--- src/rtl/ans_pkg.sv ---
package ans_pkg;
  localparam int HDR_BYTES = 4;
  localparam int HDR_BITS  = HDR_BYTES * 8;

  typedef enum logic {
    ST_IDLE = 1'b0,
    ST_SEND = 1'b1
  } ans_state_e;
endpackage

--- src/rtl/line_edge.sv ---
module line_edge #(
  parameter int W = 2
) (
  input  logic         clk,
  input  logic         rst_n,
  input  logic [W-1:0] line_i,
  output logic [W-1:0] rise_o,
  output logic [W-1:0] fall_o
);
  logic [W-1:0] prev_q;

  always_ff @(posedge clk or negedge rst_n) begin
    if (!rst_n) prev_q <= '0;
    else        prev_q <= line_i;
  end

  for (genvar g = 0; g < W; g++) begin : g_edge
    assign rise_o[g] = line_i[g] & ~prev_q[g];
    assign fall_o[g] = ~line_i[g] & prev_q[g];
  end
endmodule

--- src/rtl/answer_seq.sv ---
module answer_seq
  import ans_pkg::*;
#(
  parameter int          HDR_W = HDR_BITS,
  parameter logic [HDR_W-1:0] HDR_WORD = '0
) (
  input  logic clk,
  input  logic rst_n,
  input  logic cs_n,
  input  logic wr_busy,
  input  logic trig_rise,
  input  logic clk_fall,
  output logic sda_out,
  output logic sda_oe
);
  localparam int CNT_W = $clog2(HDR_W);
  localparam logic [CNT_W-1:0] LAST = CNT_W'(HDR_W - 1);

  ans_state_e       state_q, state_d;
  logic [HDR_W-1:0] sh_q, sh_d;
  logic [CNT_W-1:0] cnt_q, cnt_d;
  logic             sh_en;

  always_comb begin
    state_d = state_q;
    sh_d    = sh_q;
    cnt_d   = cnt_q;
    sh_en   = 1'b0;
    if (cs_n) begin
      state_d = ST_IDLE;
    end else if (trig_rise && !wr_busy) begin
      state_d = ST_SEND;
      sh_d    = HDR_WORD;
      cnt_d   = '0;
      sh_en   = 1'b1;
    end else if (state_q == ST_SEND && clk_fall) begin
      sh_d  = {1'b0, sh_q[HDR_W-1:1]};
      cnt_d = cnt_q + 1'b1;
      sh_en = 1'b1;
      if (cnt_q == LAST) state_d = ST_IDLE;
    end
  end

  always_ff @(posedge clk or negedge rst_n) begin
    if (!rst_n) begin
      state_q <= ST_IDLE;
      sh_q    <= '0;
      cnt_q   <= '0;
    end else begin
      state_q <= state_d;
      if (sh_en) begin
        sh_q  <= sh_d;
        cnt_q <= cnt_d;
      end
    end
  end

  assign sda_oe  = (state_q == ST_SEND);
  assign sda_out = sda_oe & sh_q[0];

  // an accepted trigger turns the driver on next cycle
  p_load_r1: assert property (@(posedge clk) disable iff (!rst_n)
    (trig_rise && !cs_n && !wr_busy) |=> sda_oe);

  // without a falling SCL, trigger or deselect the bit holds
  p_hold_r3: assert property (@(posedge clk) disable iff (!rst_n)
    (sda_oe && !cs_n && !trig_rise && !clk_fall) |=> $stable(sda_out));

  // a busy write keeps an idle block idle
  p_busy_r6: assert property (@(posedge clk) disable iff (!rst_n)
    (!sda_oe && wr_busy) |=> !sda_oe);

  // the driver is released after the last bit
  p_release_r4: assert property (@(posedge clk) disable iff (!rst_n)
    (sda_oe && cnt_q == LAST && clk_fall && !cs_n && !trig_rise) |=> !sda_oe);
endmodule

--- src/rtl/rst_answer_gen.sv ---
module rst_answer_gen
  import ans_pkg::*;
#(
  parameter logic [7:0] HDR0 = 8'h19,
  parameter logic [7:0] HDR1 = 8'h55,
  parameter logic [7:0] HDR2 = 8'hAA,
  parameter logic [7:0] HDR3 = 8'h55
) (
  input  logic clk,
  input  logic rst_n,
  input  logic card_rst,
  input  logic cs_n,
  input  logic scl,
  input  logic wr_busy,
  output logic sda_out,
  output logic sda_oe
);
  localparam logic [HDR_BITS-1:0] WORD = {HDR3, HDR2, HDR1, HDR0};

  logic [1:0] rise, fall;

  line_edge #(.W(2)) u_edge (
    .clk    (clk),
    .rst_n  (rst_n),
    .line_i ({scl, card_rst}),
    .rise_o (rise),
    .fall_o (fall)
  );

  answer_seq #(.HDR_W(HDR_BITS), .HDR_WORD(WORD)) u_seq (
    .clk       (clk),
    .rst_n     (rst_n),
    .cs_n      (cs_n),
    .wr_busy   (wr_busy),
    .trig_rise (rise[0]),
    .clk_fall  (fall[1]),
    .sda_out   (sda_out),
    .sda_oe    (sda_oe)
  );

  // deselect drops the driver next cycle
  p_abort_r5: assert property (@(posedge clk) disable iff (!rst_n)
    cs_n |=> !sda_oe);

  // data is quiet while not driving
  p_quiet_r9: assert property (@(posedge clk) disable iff (!rst_n)
    !sda_oe |-> !sda_out);
endmodule

--- config.mk ---
export PLATFORM = sky130hd
export DESIGN_NAME = rst_answer_gen
export DESIGN_NICKNAME = d
export VERILOG_FILES = /design/src/rtl/ans_pkg.sv /design/src/rtl/line_edge.sv /design/src/rtl/answer_seq.sv /design/src/rtl/rst_answer_gen.sv
export SDC_FILE = /design/constraint.sdc
export NUM_CORES = 1
export LEC_CHECK = 0
export ABC_CLOCK_PERIOD_IN_PS = 1720
export BUFFER_PORTS_ARGS = -buffer_cell sky130_fd_sc_hd__buf_2
export CORE_ASPECT_RATIO = 1.5
export CORE_MARGIN = 2
export CORE_UTILIZATION = 25
export DETAILED_ROUTE_END_ITERATION = 6
export GPL_TIMING_DRIVEN = 0
export SETUP_SLACK_MARGIN = 0.05
export SYNTH_ARGS = -nofsm -noshare
export SYNTH_HDL_FRONTEND = slang
export SYNTH_SLANG_ARGS = --single-unit
--- constraint.sdc ---
create_clock -name clk -period 1.72 [get_ports clk]
set_input_delay 0.344 -clock clk [delete_from_list [all_inputs] [get_ports clk]]
set_output_delay 0.344 -clock clk [all_outputs]
set_load 0.01 [all_outputs]
==> reports/results.ini <==
[clocking]
cts_tree=built
postCtsSetupBuffers=0
cts-root-buf=clkbuf_8
numClockSinks=39
cts_buffer_depth=2
numCtsBuffers=5
h-tree-depth=2
clk_pin_slew_ns=0.08
cts_hold_buffers=0
ctsResizeCount=1
clk_latency_ns=0.29

[synth]
synth_top_family_by_area=compound AO/OA/AOI/OAI gates
synth-compound-area-share_pct=22.08
synth_nets=111
synth_cells=103
netlist_area_um2=1490
synth_adder_area_share_pct=1.679
synth-seq-area-share_pct=65.49
synth_xor_area_share_pct=0
synth_cell_type_count=28
syn_avg_cell_area_um2=14.47
ys_warn_count=0
synth-seq-cells=39
synthMuxAreaShare_pct=0.6717
yosys.area_share.simple_pct=6.969

[setup_path]
worstSetupStartpoint=u_edge.prev_q[0]
cp-start-kind=flip-flop
crit_required_ns=1.89
critPathMaxFanout=10
crit_path_end_kind=flip-flop
reg2reg_slack_ns=0.11
path_class=flip-flop to flip-flop
worstPathArrival_ns=1.78
r2r-end=u_seq.sh_q[5]
reg2reg_depth=5
reg2reg_from=u_edge.prev_q[0]
crit_path_end=u_seq.sh_q[5]

[drt]
via_count=898
drt_wl_total_um=2817
drc=0
wl_per_cell_um=14.90
drtAntennaViolNets=0
drt_first_pass_iters=4
drtIter0Drc=70
viasPerCell=4.751

[sta]
max_slew_margin_pct=44.91
setup_viol=0
final-hold-violation-count=0
maxSlewViolCount=0
finalCritPeriodShare_pct=93.35
worst_slew_pin_slew_ns=0.8263
worst_slack_ns=0.1144
skew_ns=0.01100
finalCriticalPeriod_ns=1.606
max_freq_mhz=622.8
rsz0062_at_grt=false
fin_setup_tns_ns=0

[floorplan]
io_pins=8
core-area_um2=5786
die_area_um2=6607
die_h_um=98.56
rows=34
die_w_um=67.04
start_util_pct=25.76

[power]
power.total_uw=1862
p_int_uw=1432
power_frac_comb_pct=8.6
netSwitchingFraction_pct=23.08
cellPowerDensity_nw_per_um2=1082
p_leak_uw=0.0007592
max-vdd-ir-drop_mv=0.2521
seqPwrFrac_pct=58.8
p_clk_share_pct=32.6
switchingPower_uw=429.8

[placed_design]
gp_congestion=0.6842
dp_hpwl_um=1936
dp_cells=182
port_buffers=7
dpl_cell_area_um2=1615
post-place-ws_ns=-0.09259

[finish]
antennaDiodeCount=0
drive_above_1_share_pct=20.51
area_delta_synth_final_pct=15.45
stdcell_count=189
fin_nets=125
final_area_um2=1720

[global_route]
grtUsageTotal_pct=9.902
antenna_found_initial=0
grt_max_degree=40
grt-ovfl-total=0
grt_pass1_wl_um=4740
grt_pass1_vias=958

[flow_run]
maxCapViolCount=0

[min_path]
hp-class=primary input to async pin

[outcome]
outcome=finished clean

## placed cells by master (no fill, tap or decap)
cell type	synthesis	layout
nand2b_1	1	1
a21oi_1	1	1
dfrtp_1	39	39
a22o_1	18	18
nand3b_1	1	1
buf_6	2	2
nor4_1	1	1
o22a_1	14	14
o21a_1	1	1
or3b_4	1	1
clkbuf_4	0	2
nand4bb_1	1	1
a211o_1	1	1
nor2b_1	1	1
and3_1	2	2
o21ai_4	0	1
nor2_4	1	1
and2_1	1	1
a2bb2oi_1	1	1
nor2_1	1	1
clkbuf_8	0	6
nand3_1	1	1
nor3b_2	0	1
nor3_1	1	1
inv_1	1	1
o21ai_0	2	2
ha_1	2	2
clkinv_2	0	1
nand2_1	1	1
mux2i_1	1	1
buf_2	4	9
## final cells by class
cell class | count | area, um^2
fill | 591 | 4065
sequential | 39 | 975.9
multi-input combinational | 57 | 480.5
tap | 72 | 90.09
clock buffer | 6 | 82.58
buffer | 6 | 47.55
timing repair buffer | 7 | 35.03
clock inverter | 1 | 5.005
inverter | 1 | 3.754
## cell families (layout without fill, tap and decap cells)
logic type | count (synthesis) | count (layout)
buffers and inverters | 7 | 21
adder cells (fa/ha/maj) | 2 | 2
AND/OR/NAND/NOR | 15 | 15
AO/OA/AOI/OAI | 39 | 39
multiplexers | 1 | 1
flip-flops | 39 | 39
## power groups by stage
stage          registers (uW)  clock network (uW)  logic, uW
2_1_floorplan            1090                   0        111
3_3_place_gp             1110                   0        152
3_5_place_dp             1110                   0        161
4_1_cts                  1090                 620        163
5_1_grt                  1110                 660        181
6_report                 1100                 608        159
## per-layer routing
metal	GRT usage, %	part of all wire, %	wire length, um
met4	7.064	3.3	93
met5	0	0	0
met2	15.16	49	1393
met3	3.767	3.6	101
met1	10.99	44	1228
## through the flow
| step | hold slack [ns] | utilization [%] |
|---|---|---|
| after floorplan | 0.04841 | - |
| after global placement | 0.4629 | 27.92 |
| after detailed placement | 0.4781 | 27.92 |
| after CTS | 0.1751 | 29.52 |
| after global routing | 0.1712 | 29.74 |
| final | 0.1546 | 29.74 |
## critical path, cell delays in order, from the launching register on
cell and delay (ns):
dfrtp_1 0.40, or3b_4 0.43, o21a_1 0.20, buf_6 0.14
buf_6 0.14, a22o_1 0.19
## Yosys cell counts
library cell | count | share of area, %
nand2b_1 | 1 | 0.42
buf_2 | 4 | 1.3
o22a_1 | 14 | 8.2
nor2b_1 | 1 | 0.42
o21a_1 | 1 | 0.50
mux2i_1 | 1 | 0.67
o21ai_2 | 1 | 0.59
nand4bb_1 | 1 | 0.76
and2_1 | 1 | 0.42
nand2_1 | 1 | 0.25
a22o_1 | 18 | 11
nor3_1 | 1 | 0.34
a2bb2oi_1 | 1 | 0.59
nor4_1 | 1 | 0.42
a21oi_1 | 1 | 0.34
nor2_1 | 1 | 0.25
a211o_1 | 1 | 0.59
inv_1 | 1 | 0.25
nor2_4 | 1 | 0.76
or3b_4 | 1 | 0.76
ha_1 | 2 | 1.7
buf_6 | 2 | 1.5
nand3_1 | 1 | 0.34
o21ai_0 | 2 | 0.67
nand3b_1 | 1 | 0.50
dfrtp_1 | 39 | 65
nor3b_1 | 1 | 0.50
and3_1 | 2 | 0.84
## worst min-delay path by stage
stage	endpoint	slack, ns
after floorplan	u_edge.prev_q[0]	0.05
after global placement	u_seq.sh_q[0]	0.46
after detailed placement	u_seq.sh_q[24]	0.48
after CTS	u_seq.cnt_q[4]	0.18
after global routing	u_edge.prev_q[1]	0.17
final	u_seq.sh_q[29]	0.15
## registers in the layout, indices dropped and copies added (netlist names)
name           cells
u_edge.prev_q      2
u_seq.cnt_q        5
u_seq.sda_oe       1
u_seq.sh_q        31
(Power assumes the default switching activity.)
